<file path="src/rtl/sdo_pkg.sv">
package sdo_pkg;
   localparam int unsigned SDO_WORD_W = 16;
   localparam int unsigned SDO_NWORDS = 7;
   localparam int unsigned SDO_NLANES = 2;

   typedef enum logic [2:0] {
      WC_I   = 3'd0,
      WC_Q   = 3'd1,
      WC_MAG = 3'd2,
      WC_PHS = 3'd3,
      WC_FRQ = 3'd4,
      WC_TE  = 3'd5,
      WC_AGC = 3'd6,
      WC_END = 3'd7
   } word_code_e;
endpackage

</file>
<file path="src/rtl/sdo_chain_seq.sv">
module sdo_chain_seq #(
   parameter int unsigned NWORDS = 7,
   parameter int unsigned WORD_W = 16,
   localparam int unsigned CODE_W = $clog2(NWORDS + 1),
   localparam int unsigned BIT_W  = $clog2(WORD_W)
) (
   input  logic                     clk,
   input  logic                     rst_n,
   input  logic                     start,
   input  logic                     bit_en,
   input  logic [CODE_W-1:0]        head,
   input  logic [NWORDS*CODE_W-1:0] links,
   output logic                     active,
   output logic [CODE_W-1:0]        cur,
   output logic [BIT_W-1:0]         bit_idx
);
   localparam logic [CODE_W-1:0] END_CODE = CODE_W'(NWORDS);
   localparam logic [BIT_W-1:0]  TOP_BIT  = BIT_W'(WORD_W - 1);

   logic [NWORDS-1:0] visited;
   logic [CODE_W-1:0] nxt;
   logic              nxt_ok;

   // next word named by the link field of the word now shifting
   always_comb begin
      nxt    = END_CODE;
      nxt_ok = 1'b0;
      if (cur < END_CODE) begin
         nxt = links[cur*CODE_W +: CODE_W];
         if (nxt < END_CODE) begin
            nxt_ok = !visited[nxt];
         end
      end
   end

   always_ff @(posedge clk) begin
      if (!rst_n) begin
         active  <= 1'b0;
         cur     <= '0;
         visited <= '0;
         bit_idx <= '0;
      end else if (!active) begin
         if (start && (head < END_CODE)) begin
            active  <= 1'b1;
            cur     <= head;
            visited <= NWORDS'(1) << head;
            bit_idx <= TOP_BIT;
         end
      end else if (bit_en) begin
         if (bit_idx != '0) begin
            bit_idx <= bit_idx - 1'b1;
         end else if (nxt_ok) begin
            cur     <= nxt;
            visited <= visited | (NWORDS'(1) << nxt);
            bit_idx <= TOP_BIT;
         end else begin
            active <= 1'b0;
         end
      end
   end
endmodule

</file>
<file path="src/rtl/sdo_lane.sv">
module sdo_lane #(
   parameter int unsigned NWORDS = 7,
   parameter int unsigned WORD_W = 16,
   localparam int unsigned CODE_W = $clog2(NWORDS + 1),
   localparam int unsigned BIT_W  = $clog2(WORD_W)
) (
   input  logic                     clk,
   input  logic                     rst_n,
   input  logic                     data_rdy,
   input  logic                     bit_en,
   input  logic [NWORDS*WORD_W-1:0] word_bus,
   input  logic [CODE_W-1:0]        head,
   input  logic [NWORDS*CODE_W-1:0] links,
   input  logic                     sync_lead,
   input  logic                     sync_inv,
   output logic                     ser,
   output logic                     sync,
   output logic                     ovr,
   output logic                     busy
);
   localparam logic [CODE_W-1:0] END_CODE = CODE_W'(NWORDS);
   localparam logic [BIT_W-1:0]  TOP_BIT  = BIT_W'(WORD_W - 1);

   logic [NWORDS*WORD_W-1:0] snap;
   logic [WORD_W-1:0]        snap_w [NWORDS];
   logic [CODE_W-1:0]        cur;
   logic [BIT_W-1:0]         bit_idx;
   logic                     active;
   logic                     sync_raw;

   sdo_chain_seq #(.NWORDS(NWORDS), .WORD_W(WORD_W)) u_seq (
      .clk     (clk),
      .rst_n   (rst_n),
      .start   (data_rdy),
      .bit_en  (bit_en),
      .head    (head),
      .links   (links),
      .active  (active),
      .cur     (cur),
      .bit_idx (bit_idx)
   );

   // private copy of the set, taken only while idle
   always_ff @(posedge clk) begin
      if (!rst_n) begin
         snap <= '0;
         ovr  <= 1'b0;
      end else begin
         ovr <= data_rdy && active;
         if (data_rdy && !active) begin
            snap <= word_bus;
         end
      end
   end

   for (genvar k = 0; k < NWORDS; k++) begin : g_split
      assign snap_w[k] = snap[k*WORD_W +: WORD_W];
   end

   always_comb begin
      ser      = 1'b0;
      sync_raw = 1'b0;
      if (active && (cur < END_CODE)) begin
         ser      = snap_w[cur][bit_idx];
         sync_raw = sync_lead ? (bit_idx == TOP_BIT) : (bit_idx == '0);
      end
   end

   assign sync = sync_raw ^ sync_inv;
   assign busy = active;
endmodule

</file>
<file path="src/rtl/sdo_dual_port.sv">
module sdo_dual_port
   import sdo_pkg::*;
#(
   parameter int unsigned NWORDS = SDO_NWORDS,
   parameter int unsigned WORD_W = SDO_WORD_W,
   localparam int unsigned CODE_W = $clog2(NWORDS + 1)
) (
   input  logic                     clk,
   input  logic                     rst_n,
   input  logic                     data_rdy,
   input  logic                     ser_en,
   input  logic [NWORDS*WORD_W-1:0] word_bus,
   input  logic [CODE_W-1:0]        head_a,
   input  logic [NWORDS*CODE_W-1:0] links_a,
   input  logic                     sync_lead_a,
   input  logic                     sync_inv_a,
   input  logic [CODE_W-1:0]        head_b,
   input  logic [NWORDS*CODE_W-1:0] links_b,
   input  logic                     sync_lead_b,
   input  logic                     sync_inv_b,
   output logic                     ser_a,
   output logic                     sync_a,
   output logic                     ovr_a,
   output logic                     ser_b,
   output logic                     sync_b,
   output logic                     ovr_b
);
   if (WORD_W < 2) begin : g_bad_width
      $error("sdo_dual_port: WORD_W must be at least 2");
   end
   if (NWORDS < 1) begin : g_bad_count
      $error("sdo_dual_port: NWORDS must be at least 1");
   end

   logic [CODE_W-1:0]        head_l  [SDO_NLANES];
   logic [NWORDS*CODE_W-1:0] links_l [SDO_NLANES];
   logic [SDO_NLANES-1:0]    lead_l, inv_l, ser_l, sync_l, ovr_l, busy_l;

   assign head_l[0]  = head_a;
   assign head_l[1]  = head_b;
   assign links_l[0] = links_a;
   assign links_l[1] = links_b;
   assign lead_l     = {sync_lead_b, sync_lead_a};
   assign inv_l      = {sync_inv_b, sync_inv_a};

   for (genvar l = 0; l < SDO_NLANES; l++) begin : g_lane
      sdo_lane #(.NWORDS(NWORDS), .WORD_W(WORD_W)) u_lane (
         .clk       (clk),
         .rst_n     (rst_n),
         .data_rdy  (data_rdy),
         .bit_en    (ser_en),
         .word_bus  (word_bus),
         .head      (head_l[l]),
         .links     (links_l[l]),
         .sync_lead (lead_l[l]),
         .sync_inv  (inv_l[l]),
         .ser       (ser_l[l]),
         .sync      (sync_l[l]),
         .ovr       (ovr_l[l]),
         .busy      (busy_l[l])
      );
   end

   assign ser_a  = ser_l[0];
   assign sync_a = sync_l[0];
   assign ovr_a  = ovr_l[0];
   assign ser_b  = ser_l[1];
   assign sync_b = sync_l[1];
   assign ovr_b  = ovr_l[1];
endmodule

</file>
<file path="config.mk">
export PLATFORM = sky130hd
export DESIGN_NAME = sdo_dual_port
export DESIGN_NICKNAME = d
export VERILOG_FILES = /design/src/rtl/sdo_pkg.sv /design/src/rtl/sdo_chain_seq.sv /design/src/rtl/sdo_lane.sv /design/src/rtl/sdo_dual_port.sv
export SDC_FILE = /design/constraint.sdc
export NUM_CORES = 1
export LEC_CHECK = 0
export BUFFER_PORTS_ARGS = -buffer_cell sky130_fd_sc_hd__buf_4
export CORE_MARGIN = 10
export CORE_UTILIZATION = 51
export DETAILED_ROUTE_END_ITERATION = 8
export GPL_ROUTABILITY_DRIVEN = 1
export GPL_TIMING_DRIVEN = 1
export PLACE_DENSITY = 0.71
export SLEW_MARGIN = 5
export SYNTH_ARGS = -nofsm -noshare
export SYNTH_HDL_FRONTEND = slang
export SYNTH_SLANG_ARGS = --single-unit
</file>
<file path="constraint.sdc">
create_clock -name clk -period 4.06 [get_ports clk]
set_input_delay 0.609 -clock clk [delete_from_list [all_inputs] [get_ports clk]]
set_output_delay 0.609 -clock clk [all_outputs]
set_load 0.02 [all_outputs]
</file>
**Yosys cells after proc, flatten, opt, wreduce, memory -nomap -nowiden**

Index checks and enable logic that the tools add are counted.

- Flip-flop bits (word level): 256
- Logic and storage cells: 138

- $add $sub $neg: 2
- Multiply operators: 2
- Order comparisons: 12
- Equal/unequal tests: 10
- Shift-type cells: 6
- Mux-type cells: 66
- Bitwise logic cells: 6
- Reduce and logical (&&, ||, !) cells: 22

Operators by type and width:

| cell | number |
|---|---|
| 16-bit binary-select mux with 3-bit select | 2 |
| 7-bit 2-to-1 mux | 10 |
| 16-bit 2-to-1 mux | 4 |
| 21-bit by 6-bit variable part select with 3-bit output | 2 |
| 4-bit 2-to-1 mux | 10 |
| 3-bit 2-to-1 mux | 12 |
| 1-bit by 3-bit left shift with 7-bit output (first input constant) | 4 |
| 1-bit 2-to-1 mux | 24 |
| 3-bit less-than comparator (second input constant) | 6 |
| 7-bit OR | 2 |
| 4-bit by 5-bit less-than comparator with 1-bit output (second input constant) | 2 |
| 3-bit by 2-bit multiplier with 5-bit output (second input constant) | 2 |
| 1-bit binary-select mux with 4-bit select | 2 |
| 4-bit equality test (second input constant) | 2 |
| 4-bit greater-or-equal comparator (second input constant) | 2 |
| 1-bit logical AND | 8 |
| 4-bit logical NOT | 2 |
| 3-bit by 4-bit less-than comparator with 1-bit output (second input constant) | 2 |
| 2-bit != test (second input constant) | 4 |
| 3-bit inverter with 4-bit output | 2 |
| 4-bit AND reduction | 2 |
| 4-bit nonzero test | 2 |
| 4-bit by 1-bit subtractor with 4-bit output (second input constant) | 2 |
| 1-bit binary-select mux with 3-bit select | 2 |
| other kinds (6) | 14 |

**Depth between registers and ports, before layout**

Gate-level depths: netlist of run 1.

- Depth in word-level cells: 11
- Depth in mapped cells: 11
- Mapped depth without buffers: 8

**Cells and area by module**

From an unflattened synthesis of run 1, not the netlist that was laid out.

- Cell total of the unflattened synthesis: 1526
- Area total of the unflattened synthesis: 12949.9 sq um

Modules (own cells, without submodules):

| module | times used | cells an instance | area an instance (sq um) | seq. area each (sq um) |
|---|---|---|---|---|
| sdo_lane | 2 | 623 | 5263.8 | 2262.2 |
| sdo_chain_seq | 2 | 140 | 1211.2 | 300.3 |

**Worst setup path after synthesis of run 1**

No wires, ideal clock.

- Path type: reg2out
- From: register g_lane[1].u_lane.u_seq.cur[1]
- To: output ser_b
- Arrival time: 2.529 ns
- Setup slack: 0.922 ns
- Stages on the path, launching flop included: 9
- Cells stage by stage: dfxtp_1 buf_4 buf_4 clkbuf_1 mux4_2 mux4_2 mux4_2 mux2i_1 nor2_1

- Word-level cells in the longest chain between the ends: 7
- Elaborated cells between the ends (all ways): 9
- Classes of those cells: order compare: 1; mux: 6; bitwise: 1; reduce/logical: 1

RTL lines:

| what | line | source |
|---|---|---|
| start, declared | sdo_chain_seq.sv:14 | `output logic [CODE_W-1:0] cur,` |
| start signal, assigned | sdo_chain_seq.sv:53 | `cur <= nxt;` |
| 3-bit inverter with 4-bit output (implied by the code) | sdo_lane.sv:64 | `ser = snap_w[cur][bit_idx];` |
| 16-bit binary-select mux with 3-bit select | sdo_lane.sv:64 |  |
| 16-bit 2-to-1 mux (implied by the code) (2 in series) | sdo_lane.sv:64 |  |
| 1-bit binary-select mux with 4-bit select | sdo_lane.sv:64 |  |
| 1-bit 2-to-1 mux (implied by the code) | sdo_lane.sv:64 |  |
| 1-bit 2-to-1 mux (*) | sdo_lane.sv:63 | `if (active && (cur < END_CODE)) begin` |
| end, declared | sdo_dual_port.sv:24 | `output logic ser_b,` |

Mark *: on every way between the ends. The rest lies on a longest branch, timed or not. The select of a mux whose other input is x is not followed.

**Worst setup path after layout of run 1**

- From: register g_lane[1].u_lane.u_seq.cur[0]
- To: output ser_b

Same word-level chain as after synthesis.

==> results_dict.tcl, run 1 <==
set metrics [dict create \
    clock_insertion_delay_worst_skew_ns 0.54 \
    chipWidth_um 172.5 \
    fin_tns_setup_ns 0 \
    cp_max_fo 43 \
    postSynth.topFlopCell "sky130_fd_sc_hd__dfxtp_1" \
    detailroute.wirelength.met2_um 17210 \
    cts_hold_repair.buffers 0 \
    postRouteAntennaNets 0 \
    synth-seq-area-share_pct 43.22 \
    h-tree-depth 1 \
    viasPerCell 5.931 \
    postSynthNetCount 1613 \
    detail_route.wirelength.met1_um 16800 \
    numPlacedInstances 1831 \
    dp_hpwl_um 28730 \
    clk_pin_slew_ns 0.06 \
    cap_violations 0 \
    grt_remaining_overflow 0 \
    power-per-cell-area_nw_per_um2 463.7 \
    placedInstanceArea_sq_um 13270 \
    place_congestion 0.9539 \
    synth_compound_area_share_pct 16.76 \
    cpPeakStageDelay_ns 0.70 \
    timing.critical_path.cells "mux4_2, mux4_2, mux4_2, mux2i_1, nor2_1, buf_4" \
    crit_required_ns 3.45 \
    rsz0062_at_grt "no" \
    synthesis.yosys.warnings 0 \
    drc_violation_count_after_routing 0 \
    port-buffer-count 173 \
    row_count 55 \
    p_leak_nw 5.403 \
    period_share_pct 96.84 \
    final-max-slew-violation-count 0 \
    worst_path_max_delay_cell "sky130_fd_sc_hd__dfxtp_4" \
    clock_sinks 256 \
    antenna_cells_inserted 0 \
    fmax_ghz 0.2543 \
    cts-buffers-inserted 28 \
    synth_enable_flop_cells 0 \
    drive_gt1_share_pct 19.88 \
    via_count 11130 \
    clock_tree_from_tritoncts "built" \
    slew_headroom_pct 18.22 \
    initial_utilization_pct 52.05 \
    met3_wirelength_um 4003 \
    largest_clock_skew_in_the_final_design_ns 0.009739 \
    result_of_the_run "complete, no violations" \
    holdCritPathClass "primary input to flip-flop" \
    synth_fa_ha_area_share_pct 0.4221 \
    timing.critical_path.arrival_ns 3.32 \
    synthToLayoutAreaGrowth_pct 19.51 \
    synth_top_family_by_area "simple AND/OR/NAND/NOR gates" \
    cp_common_cell "sky130_fd_sc_hd__mux4_2" \
    dr.first_iter.drc_count 1456 \
    grt_antenna_before_repair 0 \
    async_flop_share_pct 0 \
    core_region_area_sq_um 22780 \
    total_global_route_track_usage_pct 25.87 \
    clockBufferDepth 3 \
    path_class "flip-flop to primary output" \
    period_minus_slack_ns 3.932 \
    synth_area_leaders "sky130_fd_sc_hd__dfxtp_1 43%, sky130_fd_sc_hd__nand2_1 16%, sky130_fd_sc_hd__mux4_2 10%, sky130_fd_sc_hd__a21oi_1 10%, sky130_fd_sc_hd__mux2i_1 4.6%" \
    avgSynthCellArea_sq_um 8.228 \
    worstPathBufferInverterCount 1 \
    average_detailed_routed_wire_length_per_instance_um 21.11 \
    fill_cells 2000 \
    ys_ff_latch 256 \
    synth_cell_types 62 \
    max-vdd-ir-drop_uv 283.6 \
    fin_area_sq_um 14170 \
    finalSetupViolCount 0 \
    final-hold-violation-count 0 \
    post_synthesis_cell_area_sq_um 11860 \
    synthCells 1441 \
    synth_top_area_share_pct 43.22 \
    clockRootBuffer "sky130_fd_sc_hd__clkbuf_16" \
    route.final.wire_length_um 39620 \
    post-synth-top-area-cell "sky130_fd_sc_hd__dfxtp_1" \
    vias_in_the_first_global_route 10480 \
    crit_path_end_kind "primary output" \
    grt_max_degree 121 \
    post_synthesis_simple_gate_area_fraction_pct 19.66 \
    layout.cells.non_filler 1877 \
    die_h_um 172.5 \
    synthXorXnorAreaFrac_pct 0.1477 \
    dieArea_sq_um 29750 \
    cp_top_family "multiplexers" \
    final_net_count 1720 \
    critical_path_startpoint_category "flip-flop" \
    top_routing_layer_used "met4" \
    max_slew.worst_pin.slew_ns 1.227 \
    drt_first_pass_iters 7 \
    top_level_port_count 174 \
    synth_mux_area_share_pct 15.09 \
    grt_pass1_wl_um 59810 \
]
placed cells by master, fill, tap and decap left out, drive strengths merged, types with 2 or more instances in the layout:
cell    instances
nor3            7
and2            7
o211ai          4
a211oi         12
clkinv          6
a22o            2
bufinv          3
a311oi          5
dfxtp         256
mux2            4
o211a           3
a31oi           9
o221a           2
o31ai           2
inv            18
nand3b          4
a21o            3
nor2           22
a21boi          2
nand2         505
clkbuf         37
nand4           4
nand3          11
o21ai          51
nor2b           6
nor4b           2
a22oi           2
ha              4
a221oi          5
nor4            2
xnor2           2
o221ai          4
a21oi         238
mux4           53
buf           192
and3            3
or2             4
mux2i          55
Yosys cell counts, drive strengths merged, types with 5 or more instances:
| cell | count |
|---|---|
| a21oi | 238 |
| a311oi | 5 |
| mux4 | 53 |
| mux2i | 55 |
| nand2 | 505 |
| clkbuf | 93 |
| a221oi | 5 |
| nor3 | 7 |
| inv | 17 |
| o21ai | 51 |
| and2 | 7 |
| nor2b | 6 |
| a211oi | 12 |
| nand3 | 11 |
| buf | 22 |
| a31oi | 9 |
| dfxtp | 256 |
| nor2 | 22 |
path summary, 6_finish.rpt:
kind | start | slack [ns] | cells after the start | to
min | word_bus[98] | 0.32 | 3 | g_lane[0].u_lane.snap[98]
max reg2reg | g_lane[0].u_lane.u_seq.cur[0] | 0.79 | 9 | g_lane[0].u_lane.u_seq.cur[0]
min reg2reg | g_lane[0].u_lane.snap[34] | 0.45 | 2 | g_lane[0].u_lane.snap[34]
max | g_lane[1].u_lane.u_seq.cur[0] | 0.13 | 6 | ser_b
flip-flops by register name, indices dropped and copies added (netlist names):
name / count
g_lane.u_lane.snap: 224
g_lane.u_lane.u_seq.visited: 14
g_lane.u_lane.u_seq.bit_idx: 8
g_lane.u_lane.u_seq.cur: 6
g_lane.u_lane.ovr: 2
g_lane.u_lane.u_seq.active: 2
cell families after synthesis:
logic type               count (synthesis)
AO/OA/AOI/OAI                          351
flip-flops                             256
XOR/XNOR                                 2
adder cells (fa/ha/maj)                  4
multiplexers                           112
buffers and inverters                  133
AND/OR/NAND/NOR                        583
per-stage QoR:
stage               worst slack [ns]  power (mW)  util [%]  hold WS, ns
finish                        0.1282       6.570     62.21       0.3191
global placement              0.4620       4.036     58.24       0.4400
global route                 0.02629       6.798     62.21       0.3291
CTS                          0.05198       6.554     62.20       0.3169
detailed placement            0.4034       4.052     58.24       0.4440
floorplan                     0.9221       3.623         -       0.4331
tightest hold or removal path: stages:
cell	delay, ns
sky130_fd_sc_hd__buf_4	0.12
sky130_fd_sc_hd__nand2_1	0.05
sky130_fd_sc_hd__a21oi_1	0.05
area by class of cell:
type / count / area [sq um] / share of cell area, %
clock buffers: 37 / 775.7 / 5.475
clock inverters: 9 / 123.9 / 0.8742
inverters: 18 / 72.57 / 0.5121
multi-input cells: 1052 / 6205 / 43.79
flip-flops and latches: 256 / 5135 / 36.24
well taps: 313 / 391.6 / 2.764
repair buffers: 192 / 1466 / 10.35
repair_timing:
action	CTS	global route
setup buffers	0	0
gates resized for setup	1	1
gates cloned	0	0
endpoints found under the setup margin	1	1
layer usage:
metal  GRT usage, %  vias up
met4          9.258        0
met2          38.49      607
li1               -     5151
met5              0        -
met3          4.446       84
met1          36.86     5291
where the power goes:
group	internal (mW)	total, mW	switching, mW
combinational	0.509	1.17	0.662
sequential	2.68	2.86	0.170
clock	1.52	2.54	1.03
Power figures use the tool's default switching activity.
==> inputs of run 2 (changes only) <==
--- a/config.mk
+++ b/config.mk
@@ -5,13 +5,14 @@
 export SDC_FILE = /design/constraint.sdc
 export NUM_CORES = 1
 export LEC_CHECK = 0
+export ABC_AREA = 1
 export BUFFER_PORTS_ARGS = -buffer_cell sky130_fd_sc_hd__buf_4
 export CORE_MARGIN = 10
-export CORE_UTILIZATION = 51
+export CORE_UTILIZATION = 58
 export DETAILED_ROUTE_END_ITERATION = 8
 export GPL_ROUTABILITY_DRIVEN = 1
 export GPL_TIMING_DRIVEN = 1
-export PLACE_DENSITY = 0.71
+export PLACE_DENSITY = 0.8
 export SLEW_MARGIN = 5
 export SYNTH_ARGS = -nofsm -noshare
 export SYNTH_HDL_FRONTEND = slang
==> results_dict.tcl, run 2 <==
set metrics [dict create \
    result_of_the_run "complete, no violations" \
    fin_tns_setup_ns 0 \
    largest_reg_flops 224 \
    largest-register "g_lane.u_lane.snap" \
    clock_sinks 256 \
    cts-buffers-inserted 27 \
    synthXorXnorAreaFrac_pct 0.2877 \
    postRouteAntennaNets 0 \
    clk_pin_slew_ns 0.06 \
    max_slew.worst_pin.slew_ns 1.022 \
    cts.repair_timing.setup_buffer_count 0 \
    share_comb_of_total_power_pct 25.5 \
    reg.largest.list "g_lane.u_lane.snap (224), g_lane.u_lane.u_seq.visited (14), g_lane.u_lane.u_seq.bit_idx (8)" \
    post-synth-top-area-cell "sky130_fd_sc_hd__dfxtp_1" \
    largest_clock_skew_in_the_final_design_ns 0.009510 \
    viasPerCell 5.883 \
    die_h_um 164.9 \
    power-per-cell-area_nw_per_um2 509.6 \
    synth_top_family_by_area "simple AND/OR/NAND/NOR gates" \
    synth_mux_area_share_pct 0 \
    sequentialPowerShare_pct 40.2 \
    synthesis.yosys.warnings 0 \
    crit_required_ns 3.45 \
    clock_insertion_delay_worst_skew_ns 0.53 \
    post_synthesis_simple_gate_area_fraction_pct 29.08 \
    core_region_area_sq_um 20430 \
    holdCritStartpoint "word_bus[104]" \
    place_congestion 0.9302 \
    grt_max_degree 182 \
    synth_cell_types 37 \
    multiInputGateArea_sq_um 6220 \
    synth_compound_area_share_pct 21.18 \
    layout.area.seq_sq_um 5127 \
    port-buffer-count 173 \
    drive_gt1_share_pct 13.40 \
    initial_utilization_pct 59.61 \
    cts_hold_repair.buffers 0 \
    period_minus_slack_ns 3.663 \
    power_switching_share_pct 33.68 \
    reg2reg_setup_slack_ns 1.04 \
    postSynthNetCount 2013 \
    layout.cells.most_common "sky130_fd_sc_hd__nor2_1" \
    vias_in_the_first_global_route 12030 \
    yosysMostFrequentCell "sky130_fd_sc_hd__nor2_1" \
    async_flop_share_pct 0 \
    synthToLayoutAreaGrowth_pct 17.61 \
    clock_tree_from_tritoncts "built" \
    layout.cells.non_filler 2218 \
    grt_antenna_before_repair 0 \
    cts-resized-gates 0 \
    antenna_cells_inserted 0 \
    final-max-slew-violation-count 0 \
    timing.critical_path.arrival_ns 3.05 \
    dr.first_iter.drc_count 1651 \
    average_detailed_routed_wire_length_per_instance_um 19.67 \
    clockRootBuffer "sky130_fd_sc_hd__clkbuf_16" \
    most-common-layout-cells "616 x sky130_fd_sc_hd__nor2_1, 361 x sky130_fd_sc_hd__o21ai_0, 254 x sky130_fd_sc_hd__dfxtp_1" \
    crit_path_start "g_lane[1].u_lane.u_seq.cur[0]" \
    postSynth.topFlopCell "sky130_fd_sc_hd__dfxtp_1" \
    final_net_count 2102 \
    avgSynthCellArea_sq_um 6.615 \
    finalSetupViolCount 0 \
    clockBufferDepth 3 \
    route.final.wire_length_um 43630 \
    synthCells 1841 \
    drc_violation_count_after_routing 0 \
    total_global_route_track_usage_pct 30.79 \
    crit_path_end_kind "primary output" \
    fin_area_sq_um 14320 \
    placedInstanceArea_sq_um 13430 \
    hold_slack_ns 0.3146 \
    rsz0062_at_grt "no" \
    pwr-share-clk_pct 34.3 \
    synth_area_leaders "sky130_fd_sc_hd__dfxtp_1 42%, sky130_fd_sc_hd__nor2_1 19%, sky130_fd_sc_hd__o21ai_0 15%, sky130_fd_sc_hd__nand2_1 5.5%, sky130_fd_sc_hd__clkbuf_1 3.3%" \
    synth-seq-area-share_pct 42.08 \
    via_count 13050 \
    post_synthesis_cell_area_sq_um 12180 \
    rr_endpoint "g_lane[1].u_lane.u_seq.visited[4]" \
    dp_hpwl_um 30400 \
    grt_remaining_overflow 0 \
    synthTopCellsByCount "618 x sky130_fd_sc_hd__nor2_1, 361 x sky130_fd_sc_hd__o21ai_0, 256 x sky130_fd_sc_hd__dfxtp_1" \
    max-vdd-ir-drop_uv 384.9 \
    r2r_start "g_lane[1].u_lane.u_seq.cur[0]" \
    cp_max_fo 47 \
    dieArea_sq_um 27190 \
    holdCritPathClass "primary input to flip-flop" \
    final-hold-violation-count 0 \
    grt_pass1_wl_um 66640 \
    dpl_worst_slack_ns 1.041 \
    fmax_ghz 0.2730 \
    ys_ff_latch 256 \
    fin_ws_ns 0.3967 \
    critical_path_startpoint_category "flip-flop" \
    synth_top_area_share_pct 42.08 \
    synth_enable_flop_cells 0 \
    path_class "flip-flop to primary output" \
    p_switching_mw 2.458 \
    fill_cells 1859 \
    p_leak_nw 6.426 \
    slew_headroom_pct 31.85 \
    hold_path_end "g_lane[1].u_lane.snap[104]" \
    synth_fa_ha_area_share_pct 0.4110 \
    numPlacedInstances 2171 \
    period_share_pct 90.23 \
    row_count 52 \
    top_level_port_count 174 \
    chipWidth_um 164.9 \
    cap_violations 0 \
    min_path_cells 3 \
    drt_first_pass_iters 6 \
    h-tree-depth 1 \
    cell_internal_pwr_mw 4.841 \
    reg2reg_depth 14 \
]
==> run 2: changes by cell type after synthesis, sizes merged, moves of 10 or more <==
cell	previous run	this run
nand3	11	83
nor2	22	620
clkbuf	93	107
a211oi	12	2
o211ai	4	41
inv	17	74
a21oi	238	25
mux2i	55	0
o221ai	4	15
nand2	505	180
o21ai	51	368
mux4	53	0
==> run 2: cell type report <==
cell class | count | area share (%)
multi-input combinational | 1378 | 43.43
tap | 270 | 2.359
timing repair buffer | 190 | 10.13
inverter | 77 | 2.053
sequential | 256 | 35.80
clock inverter | 10 | 0.7600
clock buffer | 37 | 5.469
==> run 2: how the worst max path moves through the flow <==
stage | to | cells past startpoint
3_3_place_gp | ser_b | 11
5_1_grt | ser_b | 11
4_1_cts | ser_b | 11
3_5_place_dp | ser_b | 11
2_1_floorplan | ser_b | 13
6_report | ser_b | 11
==> run 2: routing by layer <==
| metal | up-vias | GRT usage [%] | share of wire, % |
|---|---|---|---|
| met3 | 100 | 5.527 | 9.9 |
| li1 | 6228 | - | - |
| met4 | 0 | 14.45 | 5.0 |
| met1 | 6037 | 42.28 | 42 |
| met2 | 684 | 45.93 | 43 |
| met5 | - | 0 | 0 |
==> run 2: through the flow <==
stage,utilization (%),power (mW)
floorplan,-,4.166
global placement,65.74,4.759
detailed placement,65.74,4.774
finish,70.11,7.299
CTS,70.11,7.238
global route,70.11,7.618
==> run 2: power by group through the flow <==
| stage | clock network (mW) | registers (mW) | logic (mW) |
|---|---|---|---|
| 2_1_floorplan | 0 | 2.90 | 1.27 |
| 3_3_place_gp | 0 | 2.98 | 1.78 |
| 3_5_place_dp | 0 | 2.97 | 1.80 |
| 4_1_cts | 2.50 | 2.92 | 1.82 |
| 5_1_grt | 2.61 | 2.95 | 2.06 |
| 6_report | 2.51 | 2.93 | 1.86 |
==> run 2: critical path, stage by stage, from the launching register on <==
cell                       delay [ns]
sky130_fd_sc_hd__dfxtp_2         0.41
sky130_fd_sc_hd__inv_2           0.60
sky130_fd_sc_hd__buf_4           0.32
sky130_fd_sc_hd__nor2_1          0.06
sky130_fd_sc_hd__o211ai_1        0.38
sky130_fd_sc_hd__nand3_1         0.13
sky130_fd_sc_hd__nand3_1         0.10
sky130_fd_sc_hd__nand3_1         0.11
sky130_fd_sc_hd__nand3_1         0.09
sky130_fd_sc_hd__nand2_1         0.05
sky130_fd_sc_hd__nor2_1          0.10
sky130_fd_sc_hd__buf_4           0.15
==> run 2: kinds of logic (layout without fill, tap and decap cells) <==
logic type / after synthesis / in the layout
AND/OR/NAND/NOR: 897 / 897
buffers and inverters: 207 / 314
flip-flops: 256 / 256
adder cells (fa/ha/maj): 4 / 4
AO/OA/AOI/OAI: 473 / 473
XOR/XNOR: 4 / 4
